`src/rtl/boot_swap_pkg.sv`:
```
package boot_swap_pkg;

  // strobes from control to the address datapath
  typedef struct packed {
    logic remapEn;
  } pathStrb_t;

  // strobes from control to the retained register
  typedef struct packed {
    logic wrSwap;
    logic swapVal;
    logic setLock;
  } retWr_t;

endpackage

```
`src/rtl/boot_swap_retain.sv`:
```
module boot_swap_retain
  import boot_swap_pkg::*;
(
  input  logic   clk,
  input  logic   retRstN,
  input  retWr_t wr,
  output logic   retSwap,
  output logic   retLock
);

  always_ff @(posedge clk) begin
    if (!retRstN) begin
      retSwap <= 1'b0;
      retLock <= 1'b0;
    end else begin
      if (wr.wrSwap)  retSwap <= wr.swapVal;
      if (wr.setLock) retLock <= 1'b1;
    end
  end


  lock_sticky_chk: assert property (@(posedge clk) disable iff (!retRstN)
    retLock |=> retLock);

endmodule

```
`src/rtl/boot_swap_ctrl.sv`:
```
module boot_swap_ctrl
  import boot_swap_pkg::*;
(
  input  logic      clk,
  input  logic      mainRstN,
  input  logic      retRstN,
  input  logic      strapForce,
  input  logic      swapWrEn,
  input  logic      swapWrVal,
  input  logic      lockSet,
  input  logic      retSwap,
  input  logic      retLock,
  output retWr_t    retWr,
  output pathStrb_t pathStrb,
  output logic      swapActive
);

  logic swapMain;
  logic inReset;
  logic writeOk;

  assign inReset = !mainRstN || !retRstN;
  // a clear is refused while the strap forces swap mode
  assign writeOk = !inReset && swapWrEn && !retLock && (swapWrVal || !strapForce);

  always_ff @(posedge clk) begin
    if (!retRstN)       swapMain <= 1'b0;
    else if (!mainRstN) swapMain <= retSwap;
    else if (writeOk)   swapMain <= swapWrVal;
  end

  always_comb begin
    retWr.wrSwap  = writeOk;
    retWr.swapVal = swapWrVal;
    retWr.setLock = !inReset && lockSet;
  end

  assign swapActive       = swapMain || strapForce;
  assign pathStrb.remapEn = swapActive;


  locked_hold_chk: assert property (@(posedge clk) disable iff (inReset)
    (retLock && swapWrEn) |=> $stable(swapMain));


  strap_no_clear_chk: assert property (@(posedge clk) disable iff (inReset)
    (strapForce && swapMain) |=> swapMain);


  main_reload_chk: assert property (@(posedge clk) disable iff (!retRstN)
    !mainRstN |=> (swapMain == retSwap));


  mirror_match_chk: assert property (@(posedge clk) disable iff (inReset)
    swapMain == retSwap);

endmodule

```
`src/rtl/boot_swap_path.sv`:
```
module boot_swap_path
  import boot_swap_pkg::*;
#(
  parameter int ADDR_W   = 32,
  parameter int SWAP_BIT = 16
) (
  input  logic [ADDR_W-1:0] addrIn,
  input  logic              fwCycle,
  input  pathStrb_t         strb,
  output logic [ADDR_W-1:0] addrOut
);

  localparam int WIN_LO = SWAP_BIT + 1;
  localparam logic [ADDR_W-1:0] FLIP_MASK = ADDR_W'(1) << SWAP_BIT;

  logic inTopWin;

  assign inTopWin = &addrIn[ADDR_W-1:WIN_LO];
  assign addrOut  = (fwCycle && strb.remapEn && inTopWin) ? (addrIn ^ FLIP_MASK) : addrIn;

endmodule

```
`src/rtl/boot_swap_remap.sv`:
```
module boot_swap_remap
  import boot_swap_pkg::*;
#(
  parameter int ADDR_W   = 32,
  parameter int SWAP_BIT = 16
) (
  input  logic              clk,
  input  logic              mainRstN,
  input  logic              retRstN,
  input  logic              strapForce,
  input  logic              swapWrEn,
  input  logic              swapWrVal,
  input  logic              lockSet,
  input  logic [ADDR_W-1:0] addrIn,
  input  logic              fwCycle,
  output logic [ADDR_W-1:0] addrOut,
  output logic              swapActive,
  output logic              lockActive
);

  localparam int WIN_LO = SWAP_BIT + 1;

  retWr_t    retWr;
  pathStrb_t pathStrb;
  logic      retSwap;
  logic      retLock;

  boot_swap_retain u_retain (
    .clk     (clk),
    .retRstN (retRstN),
    .wr      (retWr),
    .retSwap (retSwap),
    .retLock (retLock)
  );

  boot_swap_ctrl u_ctrl (
    .clk        (clk),
    .mainRstN   (mainRstN),
    .retRstN    (retRstN),
    .strapForce (strapForce),
    .swapWrEn   (swapWrEn),
    .swapWrVal  (swapWrVal),
    .lockSet    (lockSet),
    .retSwap    (retSwap),
    .retLock    (retLock),
    .retWr      (retWr),
    .pathStrb   (pathStrb),
    .swapActive (swapActive)
  );

  boot_swap_path #(.ADDR_W(ADDR_W), .SWAP_BIT(SWAP_BIT)) u_path (
    .addrIn  (addrIn),
    .fwCycle (fwCycle),
    .strb    (pathStrb),
    .addrOut (addrOut)
  );

  assign lockActive = retLock;


  non_fw_pass_chk: assert property (@(posedge clk) disable iff (!retRstN)
    !fwCycle |-> (addrOut == addrIn));


  low_addr_pass_chk: assert property (@(posedge clk) disable iff (!retRstN)
    !(&addrIn[ADDR_W-1:WIN_LO]) |-> (addrOut == addrIn));


  swap_flip_chk: assert property (@(posedge clk) disable iff (!retRstN)
    (fwCycle && swapActive && (&addrIn[ADDR_W-1:WIN_LO]))
      |-> (addrOut[SWAP_BIT] != addrIn[SWAP_BIT]));


  no_swap_pass_chk: assert property (@(posedge clk) disable iff (!retRstN)
    !swapActive |-> (addrOut == addrIn));

endmodule

```
`config.mk`:
```
export PLATFORM = sky130hd
export DESIGN_NAME = boot_swap_remap
export DESIGN_NICKNAME = d
export VERILOG_FILES = /design/src/rtl/boot_swap_pkg.sv /design/src/rtl/boot_swap_retain.sv /design/src/rtl/boot_swap_ctrl.sv /design/src/rtl/boot_swap_path.sv /design/src/rtl/boot_swap_remap.sv
export SDC_FILE = /design/constraint.sdc
export NUM_CORES = 1
export LEC_CHECK = 0
export ABC_AREA = 0
export CAP_MARGIN = 10
export CORE_UTILIZATION = 19
export CTS_CLUSTER_DIAMETER = 60
export DETAILED_ROUTE_END_ITERATION = 16
export HOLD_SLACK_MARGIN = 0.06
export PLACE_DENSITY = 0.77
export SLEW_MARGIN = 30
export SYNTH_ARGS = -nofsm -noshare
export SYNTH_HDL_FRONTEND = slang
export SYNTH_SLANG_ARGS = --single-unit
```
`constraint.sdc`:
```
create_clock -name clk -period 1 [get_ports clk]
set_input_delay 0.2 -clock clk [delete_from_list [all_inputs] [get_ports clk]]
set_output_delay 0.2 -clock clk [all_outputs]
set_load 0.02 [all_outputs]
```
After elaboration in Yosys (flattened, before gate mapping):

Cells that the tools add are included.
Widths: inputs -> output; s select.

* output and inout port bits: 34
* bits in registers: 3
* logic and storage cells: 23
* bits of input ports: 40

* muxes and demuxes: 3
* bitwise operators: 1
* equality and inequality tests: 1
* reductions and logical operators: 15

Operator list (number)
* $mux 17: 1
* $reduce_and 15->1: 1
* $logic_and 1x1->1: 6
* $logic_not 1->1: 5
* $logic_or 1x1->1: 3
* $mux 1: 2
* $ne 2x1->1 const B: 1
* $not 1->1: 1

Depth between registers and ports, before layout:

* word-level depth: 8
* gate-level depth with buffers: 4
* mapped depth without buffers: 4

Modules after synthesis:

A second synthesis with hierarchy kept.

* cells, all modules: 57
* area total of the unflattened synthesis: 455.4 um^2

Modules (own cells, without submodules)
* boot_swap_path: sequential area each 0.0 um^2, times used 1, cells each 38, area each 276.5 um^2
* boot_swap_ctrl: sequential area each 20.0 um^2, times used 1, cells each 14, area each 115.1 um^2
* boot_swap_retain: sequential area each 40.0 um^2, times used 1, cells each 5, area each 63.8 um^2

Least setup slack after synthesis:

OpenSTA, ideal clock, no wires.

* path type: reg2out
* start point: register u_ctrl.swapMain
* end point: output addrOut[16]
* buffers on the path: 0
* cell stages (with the launch flop): 5
* required time: 800 ps
* setup slack: -346 ps
* arrival: 1146 ps
* path through: dfxtp_1 > or2_1 > nand2_1 > nor4_2 > xor2_1

* longest elaborated chain between the ends: 4

Ends and longest elaborated chain
* start: declaration: RTL line boot_swap_ctrl.sv:18 `logic swapMain;`
* start signal: assignment: RTL line boot_swap_ctrl.sv:28 `else if (!mainRstN) swapMain <= retSwap;`
* start signal: assignment: RTL line boot_swap_ctrl.sv:29 `else if (writeOk) swapMain <= swapWrVal;`
* $logic_or 1x1->1: RTL line boot_swap_ctrl.sv:38 `assign swapActive = swapMain || strapForce;`
* named net swapActive: RTL line boot_swap_remap.sv:17 `output logic swapActive,`
* $logic_and 1x1->1 (2 in a row): RTL line boot_swap_path.sv:19 `assign addrOut = (fwCycle && strb.remapEn && inTopWin) ? (addrIn ^ FLIP_MASK) : addrIn;`
* $mux 17: RTL line boot_swap_path.sv:19
* end: declaration: RTL line boot_swap_remap.sv:16 `output logic [ADDR_W-1:0] addrOut,`

The timed path passes the listed nets, and every way through them passes these cells.

Worst setup path after layout:

* start point: register u_ctrl.swapMain
* end point: output addrOut[16]

* longest elaborated chain between the ends: 4

Ends and longest elaborated chain (RTL line)
* $logic_or 1x1->1: boot_swap_ctrl.sv:38
* $logic_and 1x1->1 (2 in a row): boot_swap_path.sv:19
* $mux 17: boot_swap_path.sv:19

No other way between the ends.

==> flow_summary.ini <==
[power_and_ir_drop]
powerDensity_nw_per_um2 = 830.8
pwr-share-comb_pct = 41.0
irDropWorstVdd_v = 0.0003500
power_frac_seq_pct = 22.7
switchingPower_uw = 175.4
power_frac_clock_pct = 36.3
power.internal_uw = 405.7
switching_share_pct = 30.18
cellLeakagePower_nw = 0.3547
p_total_uw = 581.1

[synthesis]
yosys_register_bits = 3
syn-instance-count = 54
synthesis.area_um2 = 427.9
avgSynthCellArea_um2 = 7.924
synth_nets = 94
netlist-cell-type-count = 18
ys_warn_count = 0
seq_area_frac_synth_pct = 14.04

[sta]
period_needed_ns = 1.412
fin_worst_skew_ns = 0.001573
finalCritPeriodShare_pct = 141.2
relSlewSlack_pct = 82.76
finalHoldViolations = 0
setup_viol = 3
fin_ws_ns = -0.4122
whs_ns = 0.4000
tightestPinTransition_ns = 0.2567
slew_viol_final = 0
clock.fmax_mhz = 708.1
rsz0062_at_grt = true

[cells_and_area]
diodes = 0
fin_nets = 114
instances_no_fill = 100
multi_input_area_um2 = 157.7
design_area_um2 = 699.4
drive_above_1_share_pct = 30.14
syn2layout_area_growth_pct = 63.45
seq_area_um2 = 62.56
nFillCells = 233

[global_route]
overflow = 0
grt_pass1_wl_mm = 1.669
grt_antenna_before_repair = 0
grt_usage_pct = 9.062
grt_pass1_vias = 387
grt_max_degree = 5

[run_status]
status = complete, but fails checks
violations = negative setup slack

[worst_hold_path]
worstHoldStart = addrIn[0]
hold_end = addrOut[0]
min_path_cells = 0
hold_class = primary input to output pin

[cts]
clock_latency_ns = 0.23
cts.htree.levels = 1
ctsHoldBuffers = 0
path_clk_slew_ns = 0.04
cts_root_buffer = clkbuf_4
numCtsBuffers = 3
cts_sinks = 3
clk_path_buf_depth = 2
cts_tree = yes

[drt]
wl_per_cell_um = 10.65
viasPerCell = 4.000
drc = 0
ant_nets = 0
vias = 400
wl_mm = 1.065
first_pass_iters = 1
drt_iter0_drc = 0

[worst_setup_path]
regToRegEndpoint = u_retain.retSwap
cp-start-kind = flip-flop
regToRegStartpoint = u_retain.retLock
worst-path-max-fanout = 2
worst-r2r-cell-count = 4
crit_required_ns = 0.80
regToRegSetupSlack_ns = -0.01
arrival_ns = 1.21
end_kind = output pin
worstPathCellList = or2_4 > nand2_4 > nor4_4 > xor2_2 > buf_6
slowest_delay_ns = 0.31
critPathKind = flip-flop to output pin
cp_slowest_cell = dfxtp_2

[floorplan]
die_area_um2 = 2446
start_util_pct = 20.96
ios = 74
num_rows = 16
core_um2 = 2042
die_h_um = 49.46
die_w_um = 49.46

[placed_design]
place_congestion = 0.5877
dp_cells = 94
portBuffers = 41
pre_cts_ws_ns = -1.160
placed_area_um2 = 681.9
hpwl_um = 908.7

[run]
cap_violations = 0
-- worst max-delay path: cells and delay by family, from the launching register on --
kind | cells | cell delay (ns)
flops | 1 | 0.31
xor+xnor | 1 | 0.17
simple gates | 3 | 0.37
buf+inv | 1 | 0.14
-- power groups by stage --
stage          clock network [mW]  logic (mW)  registers [mW]
3_5_place_dp                    0       0.274           0.133
3_3_place_gp                    0       0.269           0.133
2_1_floorplan                   0       0.216           0.136
5_1_grt                     0.232       0.254           0.133
6_report                    0.211       0.238           0.132
4_1_cts                     0.223       0.230           0.132
-- kinds of logic (layout without fill, tap and decap cells) --
group,after synthesis,after routing,synth area share [%]
flip-flops,3,3,14.04
AO/OA/AOI/OAI,6,6,7.308
XOR/XNOR,1,1,2.047
buffers and inverters,32,51,55.26
AND/OR/NAND/NOR,12,12,21.35
-- per-stage QoR --
step           setup TNS, ns  utilization (%)
2_1_floorplan        -0.1913                -
3_3_place_gp          -9.545            33.39
3_5_place_dp          -9.903            33.39
4_1_cts              -0.7733            32.97
5_1_grt              -0.8295            34.25
6_report             -0.6687            34.25
-- cell type report --
class                   instances  share of cell area [%]
clock buffers                   4                   3.757
inverters                       1                  0.5367
multi-input cells              19                   22.54
flip-flops and latches          3                   8.945
well taps                      27                   4.830
repair buffers                 46                   59.39
-- worst max path at each step --
stage | startpoint | to | cells past startpoint
6_report | u_ctrl.swapMain | addrOut[16] | 5
5_1_grt | u_ctrl.swapMain | addrOut[16] | 5
4_1_cts | u_ctrl.swapMain | addrOut[16] | 5
3_5_place_dp | addrIn[24] | addrOut[16] | 5
3_3_place_gp | addrIn[24] | addrOut[16] | 5
2_1_floorplan | u_ctrl.swapMain | addrOut[16] | 4
-- cell usage in the layout (no fill, tap or decap) --
| cell | instances |
|---|---|
| dlygate4sd2_1 | 26 |
| buf_4 | 7 |
| buf_6 | 4 |
| o21ai_1 | 3 |
| clkbuf_4 | 3 |
| clkdlybuf4s50_1 | 3 |
| clkdlybuf4s15_1 | 3 |
| nand4_1 | 2 |
| nor2b_1 | 2 |
| dlymetal6s2s_1 | 2 |
| dfxtp_2 | 2 |
| or2_4 | 1 |
| nand4_2 | 1 |
| and4_1 | 1 |
| nand2_4 | 1 |
| nor4_4 | 1 |
| xor2_2 | 1 |
| nand4b_1 | 1 |
| nand3b_1 | 1 |
| o21ai_0 | 1 |
| a31oi_1 | 1 |
| inv_1 | 1 |
| and2_1 | 1 |
| a21oi_1 | 1 |
| clkbuf_1 | 1 |
| buf_2 | 1 |
| dfxtp_1 | 1 |
-- sequential cells by signal (all words and copies together), names as in the netlist --
name,flops
u_ctrl.swapMain,1
u_retain.retSwap,1
u_retain.retLock,1
-- synth_stat cells, drive strengths merged --
library cell	count	area share [%]
dfxtp	3	14
inv	1	0.88
nand4b	1	2.0
buf	31	54
a31oi	1	1.5
nand4	3	5.8
and2	1	1.5
nor2b	2	2.9
nor4	1	2.9
and4	1	2.0
xor2	1	2.0
nand3b	1	1.8
o21ai	4	4.7
nand2	1	0.88
or2	1	1.5
a21oi	1	1.2
-- per-layer routing --
metal  GRT usage, %  up-vias  wire length, um
li1               -      191                -
met1          7.196      178              305
met2          15.75       27              574
met3          6.481        4              169
met4          5.714        0               14
met5              0        -                0
-- what timing repair did --
| item | CTS | global route |
|---|---|---|
| buffers inserted | 1 | 1 |
| resized for setup | 67 | 8 |
| setup endpoints to repair | 19 | 6 |
| pin swaps | 11 | 6 |
Note: power is estimated with default switching activity, not from simulation.
